## config.mk

```make
export PLATFORM = sky130hd
export DESIGN_NAME = int_divider
export DESIGN_NICKNAME = d
export VERILOG_FILES = /design/src/rtl/int_div_pkg.sv /design/src/rtl/div_bucket.sv /design/src/rtl/div_ctrl.sv /design/src/rtl/div_core.sv /design/src/rtl/int_divider.sv
export SDC_FILE = /design/constraint.sdc
export NUM_CORES = 1
export LEC_CHECK = 0
export ABC_AREA = 0
export BUFFER_PORTS_ARGS = -buffer_cell sky130_fd_sc_hd__buf_4
export CAP_MARGIN = 15
export CORE_MARGIN = 5
export CORE_UTILIZATION = 30
export DETAILED_ROUTE_END_ITERATION = 12
export PLACE_DENSITY = 0.52
export REMOVE_ABC_BUFFERS = 1
export SYNTH_ARGS = -nofsm -noshare
export SYNTH_HDL_FRONTEND = slang
export SYNTH_SLANG_ARGS = --single-unit
```

## constraint.sdc

```tcl
create_clock -name clk -period 7.3 [get_ports clk]
set_input_delay 1.46 -clock clk [delete_from_list [all_inputs] [get_ports clk]]
set_output_delay 1.46 -clock clk [all_outputs]
set_load 0.02 [all_outputs]
```

## src/rtl/int_div_pkg.sv

```systemverilog
package int_div_pkg;

    typedef enum logic [1:0] {
        ST_IDLE   = 2'd0,
        ST_CHECK  = 2'd1,
        ST_RUN    = 2'd2,
        ST_FINISH = 2'd3
    } div_state_e;

endpackage

```

## src/rtl/div_bucket.sv

```systemverilog
module div_bucket #(
    parameter int WIDTH = 32,
    localparam int BW = $clog2(WIDTH / 2 + 1)
) (
    input  logic [WIDTH-1:0] mag,
    output logic [BW-1:0]    bucket
);

    int len;

    // bit-length = 1-based index of the highest set bit
    always_comb begin
        len = 0;
        for (int i = 0; i < WIDTH; i++) begin
            if (mag[i]) len = i + 1;
        end
        bucket = BW'((len + 1) / 2);
    end

endmodule

```

## src/rtl/div_ctrl.sv

```systemverilog
module div_ctrl
    import int_div_pkg::*;
#(
    parameter int WIDTH = 32,
    localparam int CW = $clog2(WIDTH / 2 + 1)
) (
    input  logic          clk,
    input  logic          rst_n,
    input  logic          start,
    input  logic          illegal,
    input  logic [CW-1:0] steps,
    output div_state_e    state,
    output logic          busy,
    output logic          done,
    output logic          accept,
    output logic          load_core,
    output logic          step_en,
    output logic          fin_valid,
    output logic          fin_illegal
);

    localparam logic [CW-1:0] MAX_STEPS = CW'(WIDTH / 2);
    localparam logic [CW-1:0] ONE       = CW'(1);

    div_state_e    state_nxt;
    logic [CW-1:0] cnt_q;
    logic [CW-1:0] cnt_nxt;

    // state register
    always_ff @(posedge clk or negedge rst_n) begin
        if (!rst_n) begin
            state <= ST_IDLE;
            cnt_q <= '0;
        end else begin
            state <= state_nxt;
            cnt_q <= cnt_nxt;
        end
    end

    // transitions
    always_comb begin
        state_nxt = state;
        cnt_nxt   = cnt_q;
        unique case (state)
            ST_IDLE: begin
                if (start) state_nxt = ST_CHECK;
            end
            ST_CHECK: begin
                if (illegal) begin
                    state_nxt = ST_FINISH;
                end else begin
                    state_nxt = ST_RUN;
                    cnt_nxt   = steps;
                end
            end
            ST_RUN: begin
                if (cnt_q == ONE) begin
                    state_nxt = ST_FINISH;
                    cnt_nxt   = '0;
                end else begin
                    cnt_nxt = cnt_q - ONE;
                end
            end
            ST_FINISH: begin
                state_nxt = ST_IDLE;
            end
        endcase
    end

    // outputs
    always_comb begin
        busy        = 1'b0;
        done        = 1'b0;
        accept      = 1'b0;
        load_core   = 1'b0;
        step_en     = 1'b0;
        fin_valid   = 1'b0;
        fin_illegal = 1'b0;
        unique case (state)
            ST_IDLE: begin
                accept = start;
            end
            ST_CHECK: begin
                busy        = 1'b1;
                load_core   = !illegal;
                fin_illegal = illegal;
            end
            ST_RUN: begin
                busy      = 1'b1;
                step_en   = 1'b1;
                fin_valid = (cnt_q == ONE);
            end
            ST_FINISH: begin
                busy = 1'b1;
                done = 1'b1;
            end
        endcase
    end

    // the step counter stays inside the legal window while running
    p_cnt_range_r9: assert property (@(posedge clk) disable iff (!rst_n)
        (state == ST_RUN) |-> (cnt_q != '0 && cnt_q <= MAX_STEPS));

    // FINISH is always left after one cycle
    p_finish_once_r2: assert property (@(posedge clk) disable iff (!rst_n)
        (state == ST_FINISH) |=> (state == ST_IDLE));

endmodule

```

## src/rtl/div_core.sv

```systemverilog
module div_core #(
    parameter int WIDTH = 32,
    localparam int CW = $clog2(WIDTH / 2 + 1),
    localparam int SW = $clog2(WIDTH) + 1
) (
    input  logic             clk,
    input  logic             rst_n,
    input  logic             load,
    input  logic             step,
    input  logic             fin,
    input  logic [WIDTH-1:0] mag_a,
    input  logic [WIDTH-1:0] mag_b,
    input  logic [CW-1:0]    steps,
    input  logic             negate,
    output logic [WIDTH-1:0] quotient
);

    logic [WIDTH-1:0] rem_q, dsr_q, quo_q, div_q, res_q;
    logic             neg_q;
    logic [WIDTH-1:0] rem_nxt, dsr_nxt, quo_nxt;
    logic [SW-1:0]    pre_sh, post_sh;

    // skip the quotient bit pairs that are known to be zero
    assign pre_sh  = SW'({steps, 1'b0});
    assign post_sh = SW'(WIDTH) - pre_sh;

    // two restoring steps per cycle
    always_comb begin
        logic [WIDTH:0] trial;
        rem_nxt = rem_q;
        dsr_nxt = dsr_q;
        quo_nxt = quo_q;
        for (int k = 0; k < 2; k++) begin
            trial   = {rem_nxt, dsr_nxt[WIDTH-1]};
            dsr_nxt = {dsr_nxt[WIDTH-2:0], 1'b0};
            if (trial >= {1'b0, div_q}) begin
                trial   = trial - {1'b0, div_q};
                quo_nxt = {quo_nxt[WIDTH-2:0], 1'b1};
            end else begin
                quo_nxt = {quo_nxt[WIDTH-2:0], 1'b0};
            end
            rem_nxt = trial[WIDTH-1:0];
        end
    end

    always_ff @(posedge clk or negedge rst_n) begin
        if (!rst_n) begin
            rem_q <= '0;
            dsr_q <= '0;
            quo_q <= '0;
            div_q <= '0;
            neg_q <= 1'b0;
            res_q <= '0;
        end else begin
            if (load) begin
                rem_q <= mag_a >> pre_sh;
                dsr_q <= mag_a << post_sh;
                quo_q <= '0;
                div_q <= mag_b;
                neg_q <= negate;
            end else if (step) begin
                rem_q <= rem_nxt;
                dsr_q <= dsr_nxt;
                quo_q <= quo_nxt;
            end
            if (fin) res_q <= neg_q ? (~quo_nxt + 1'b1) : quo_nxt;
        end
    end

    assign quotient = res_q;

    // the partial remainder is always below the divisor while stepping
    p_rem_bound_r4: assert property (@(posedge clk) disable iff (!rst_n)
        step |-> (rem_q < div_q));

endmodule

```

## src/rtl/int_divider.sv

```systemverilog
module int_divider
    import int_div_pkg::*;
#(
    parameter int WIDTH = 32
) (
    input  logic             clk,
    input  logic             rst_n,
    input  logic             start,
    input  logic             signed_mode,
    input  logic [WIDTH-1:0] dividend,
    input  logic [WIDTH-1:0] divisor,
    output logic             busy,
    output logic             done,
    output logic             overflow,
    output logic [WIDTH-1:0] quotient
);

    localparam int CW = $clog2(WIDTH / 2 + 1);
    localparam logic [WIDTH-1:0] MIN_NEG = {1'b1, {(WIDTH-1){1'b0}}};
    localparam logic [WIDTH-1:0] ALL_ONE = '1;

    logic [WIDTH-1:0] a_q, b_q;
    logic             sgn_q, ovf_q;
    logic [WIDTH-1:0] mag_a, mag_b;
    logic [CW-1:0]    bkt_a, bkt_b, diff, steps;
    logic             illegal, negate;
    div_state_e       state;
    logic             accept, load_core, step_en, fin_valid, fin_illegal;

    always_ff @(posedge clk or negedge rst_n) begin
        if (!rst_n) begin
            a_q   <= '0;
            b_q   <= '0;
            sgn_q <= 1'b0;
        end else if (accept) begin
            a_q   <= dividend;
            b_q   <= divisor;
            sgn_q <= signed_mode;
        end
    end

    // magnitudes: negate negative operands in signed mode
    assign mag_a   = (sgn_q && a_q[WIDTH-1]) ? (~a_q + 1'b1) : a_q;
    assign mag_b   = (sgn_q && b_q[WIDTH-1]) ? (~b_q + 1'b1) : b_q;
    assign negate  = sgn_q && (a_q[WIDTH-1] ^ b_q[WIDTH-1]);
    assign illegal = (b_q == '0) || (sgn_q && a_q == MIN_NEG && b_q == ALL_ONE);

    div_bucket #(.WIDTH(WIDTH)) u_bkt_a (.mag(mag_a), .bucket(bkt_a));
    div_bucket #(.WIDTH(WIDTH)) u_bkt_b (.mag(mag_b), .bucket(bkt_b));

    assign diff  = (bkt_a > bkt_b) ? (bkt_a - bkt_b) : '0;
    assign steps = diff + CW'(1);

    div_ctrl #(.WIDTH(WIDTH)) u_ctrl (
        .clk         (clk),
        .rst_n       (rst_n),
        .start       (start),
        .illegal     (illegal),
        .steps       (steps),
        .state       (state),
        .busy        (busy),
        .done        (done),
        .accept      (accept),
        .load_core   (load_core),
        .step_en     (step_en),
        .fin_valid   (fin_valid),
        .fin_illegal (fin_illegal)
    );

    div_core #(.WIDTH(WIDTH)) u_core (
        .clk      (clk),
        .rst_n    (rst_n),
        .load     (load_core),
        .step     (step_en),
        .fin      (fin_valid),
        .mag_a    (mag_a),
        .mag_b    (mag_b),
        .steps    (steps),
        .negate   (negate),
        .quotient (quotient)
    );

    always_ff @(posedge clk or negedge rst_n) begin
        if (!rst_n)           ovf_q <= 1'b0;
        else if (fin_illegal) ovf_q <= 1'b1;
        else if (fin_valid)   ovf_q <= 1'b0;
    end

    assign overflow = ovf_q;

    // done is a single-cycle pulse and only while busy
    p_done_pulse_r2: assert property (@(posedge clk) disable iff (!rst_n)
        done |=> !done);
    p_done_busy_r2: assert property (@(posedge clk) disable iff (!rst_n)
        done |-> busy);

    // operands in flight are untouched by a start during busy
    p_ignore_start_r3: assert property (@(posedge clk) disable iff (!rst_n)
        (busy && !done) |=> ($stable(a_q) && $stable(b_q) && $stable(sgn_q)));

    // an illegal division leaves the quotient alone
    p_hold_on_ovf_r6: assert property (@(posedge clk) disable iff (!rst_n)
        (done && overflow) |-> $stable(quotient));

    // in unsigned mode only a zero divisor is illegal
    p_unsigned_ovf_r6: assert property (@(posedge clk) disable iff (!rst_n)
        (done && overflow && !sgn_q) |-> (b_q == '0));

    // signed most-negative over minus one is flagged
    p_min_neg1_r7: assert property (@(posedge clk) disable iff (!rst_n)
        (done && sgn_q && a_q == MIN_NEG && b_q == ALL_ONE) |-> overflow);

    // a legal completion clears the flag
    p_valid_clears_r8: assert property (@(posedge clk) disable iff (!rst_n)
        fin_valid |=> !overflow);

endmodule

```

==> run_results.csv <==
group,metric,value,unit
outcome,outcome,"complete, no violations",
timing,max_slew_margin,0.296,
synthesis,synthFlopType,"dfrtp_1",
placement,dp_slack,0.0864,ns
clock_network,root_buffer,"clkbuf_16",
routing,first_pass_iters,5,
finish,nets,2713,
worst_setup_path,critPathSlowestCell,"or4_4",
clock_network,cts.sinks,232,
placement,dp.cells,3380,
timing,max_freq,144,MHz
routing,drt_iter0_drc,1481,
global_routing,overflow,0,
synthesis,synthArstFlopShare,1.00,
global_routing,grt_pass1_wl,109000,um
finish,drive_above_1_share,0.173,
synthesis,synth_top_family_by_area,"compound AO/OA/AOI/OAI gates",
die,io_pins,103,
synthesis,netlist_instances,2473,
timing,tightest_slew,1.05,ns
synthesis,synth_fa_ha_area_frac,0.0554,
die,fp.dieW,267,um
finish,utilization,0.354,
timing,fin_ws,0.336,ns
clock_network,numCtsBuffers,30,
synthesis,synth_edf_count,0,
die,rows,94,
worst_setup_path,critPathLaunchType,"flop",
hold_path,worstHoldPathType,"reg2reg",
worst_setup_path,cp_max_fo,19,
routing,drc,0,
worst_setup_path,crit_start,"b_q[16]",
die,dieArea,0.0714,mm2
clock_network,clkTransAtPathRegs,0.06,ns
placement,gp_congestion,0.935,
timing,maxSlewViolCount,0,
synthesis,synth-seq-cells,232,
routing,vias,19400,
global_routing,grt_max_degree,103,
routing,detail-route-antenna-nets,0,
timing,fin_skew,0.0273,ns
synthesis,yosys.area_share.xor_xnor,0.0653,
worst_setup_path,cpPeakStageDelay,0.59,ns
clock_network,cts_buffer_depth,3,
placement,port_buffers,102,
global_routing,antenna_found_initial,3,
synthesis,synth-simple-area-share,0.212,
worst_setup_path,crit_type,"reg2reg",
die,initial_core_util,0.302,
worst_setup_path,rr_startpoint,"b_q[16]",
synthesis,avgSynthCellArea,8.02,um2
synthesis,yosys-top-cells-area,"dfrtp_1 29%, o21ai_0 5.3%, ha_1 5.2%",
worst_setup_path,reg2reg_slack,0.34,ns
timing,setup_violations,0,
synthesis,synth_mux_area_frac,0.0768,
die,die_y,267,um
timing,hold_viol,0,
synthesis,synth_warnings,0,
worst_setup_path,rr_worst_depth,26,
finish,finalInstanceArea,0.0232,mm2
worst_setup_path,end_kind,"flop",
routing,viasPerCell,5.62,
clock_network,htreeDepth,1,
synthesis,synth_compound_area_frac,0.249,
synthesis,yosys.area.top_type_share,0.293,
synthesis,yosysTopAreaCell,"dfrtp_1",
job,maxCapViolations,0,
clock_network,worstSkewPairLatency,0.59,ns
synthesis,synth_cell_types,100,
worst_setup_path,crit_end,"u_core.dsr_q[31]",
worst_setup_path,cp.required,7.71,ns
worst_setup_path,cp.arrival,7.37,ns
finish,nFillCells,6893,
global_routing,grt_use_total,0.189,
synthesis,synth_area,0.0198,mm2
synthesis,ys_seq_area_frac,0.293,
finish,area_delta_synth_final,17.0,%
placement,place_area,0.0219,mm2
global_routing,first_global_vias,18800,
placement,dp_hpwl,53700,um
timing,post-route-min-period,6.96,ns
timing,period_share,0.954,
finish,fin_cells,3447,
routing,wl,70700,um
clock_network,tritoncts,"done",
die,core,0.0656,mm2
routing,wl_per_cell,20.5,um
worst_setup_path,r2r-end,"u_core.dsr_q[31]",
worst_setup_path,cp_common_cell,"a21oi_1",
timing,rsz0062_at_grt,"true",
-- logic make-up after synthesis --
kind of cell,Yosys count
DFF,232
AOI/OAI and AO/OA,755
buffers and inverters,248
muxes,139
and+or+nand+nor,866
xor gates and xnor gates,147
adders and majority gates,86
-- layout by cell type, fill, tap and decap left out, types with 39 or more instances in the layout --
master / instances
a21oi_1: 149
buf_4: 217
xnor2_1: 80
nor2_1: 222
mux2_2: 81
a211oi_1: 39
inv_1: 78
nand3_1: 62
dfrtp_1: 230
o21ai_0: 206
xor2_1: 61
nor3_1: 56
nand2_1: 258
mux2i_1: 55
a31oi_1: 54
ha_1: 80
-- layout make-up --
| type | count | area [um2] | share of cell area |
|---|---|---|---|
| multi-input combinational | 1994 | 13300 | 0.573 |
| sequential | 232 | 5810 | 0.250 |
| timing repair buffer | 221 | 1690 | 0.0726 |
| tap | 864 | 1080 | 0.0466 |
| clock buffer | 43 | 850 | 0.0366 |
| inverter | 80 | 300 | 0.0129 |
| clock inverter | 12 | 183 | 0.00787 |
| antenna | 1 | 2.50 | 0.000108 |
-- worst min-delay path by stage --
| stage | startpoint | end | slack (ns) | cells after the start |
|---|---|---|---|---|
| 2_1_floorplan | u_core.div_q[11] | u_core.div_q[11] | 0.45 | 2 |
| 3_3_place_gp | u_core.quotient[1] | u_core.quotient[1] | 0.46 | 2 |
| 3_5_place_dp | overflow | overflow | 0.47 | 2 |
| 4_1_cts | u_core.quotient[31] | u_core.quotient[31] | 0.49 | 2 |
| 5_1_grt | overflow | overflow | 0.51 | 2 |
| 6_report | u_core.quotient[31] | u_core.quotient[31] | 0.48 | 2 |
-- Yosys cell counts, types with 7 or more instances --
cell type,n
o41ai_1,12
nor2_1,225
or4_1,20
and2_1,31
a31oi_1,55
and3_1,15
o21ai_0,210
a211oi_1,40
inv_1,78
buf_1,11
or2_2,14
o31ai_1,32
o31a_1,7
nand2_1,263
xor2_1,62
a211o_1,11
o21ai_1,8
nand3b_1,10
mux2_2,81
o2111ai_1,7
o211ai_1,25
o21a_1,23
nor2b_1,16
clkbuf_1,142
xnor2_1,84
nor4_1,32
or3_1,29
a21o_1,27
o22a_1,9
nor3_1,59
a21oi_1,153
nor3b_1,8
ha_1,83
nand2b_1,13
mux2i_1,55
o22ai_1,15
nand4_1,34
a21boi_0,9
nand3_1,62
dfrtp_1,232
o311ai_0,13
o21bai_1,8
a22oi_1,9
-- through the flow --
step                setup TNS (ns)  hold WS (ns)
floorplan                  -279.98         0.450
global placement                 0         0.465
detailed placement               0         0.473
CTS                              0         0.487
global route                -0.110         0.506
finish                           0         0.476
-- flip-flops by register name (all words and copies together), names as in the netlist, 2 cells and up --
name,count
b_q,32
u_core.quotient,32
u_ctrl.cnt_q,5
u_core.quo_q,30
u_core.div_q,32
u_core.dsr_q,32
a_q,32
u_ctrl.state,2
u_core.rem_q,32
-- critical path: cells and delay by family, from the launching register on --
family,cells,cell delay (ns)
flops,1,0.43
mux,2,0.66
buf+inv,2,0.42
simple gates,8,2.09
compound gates,11,2.26
fa+ha+maj,3,0.92
-- repair_timing --
item                       CTS  global route
buffers inserted             0            10
setup endpoints to repair    0            63
resized for setup            0            47
hold buffers                 0             0
-- metal layers --
layer  part of all wire  track usage  wire length [um]
met2               0.45        0.301             31600
met4              0.030       0.0489              2110
met5            0.00016            0                11
met1               0.45        0.262             31600
met3              0.076       0.0425              5390
Power is not shown: default switching activity piles up to over one toggle a cycle in this logic, so the estimate is an artifact.
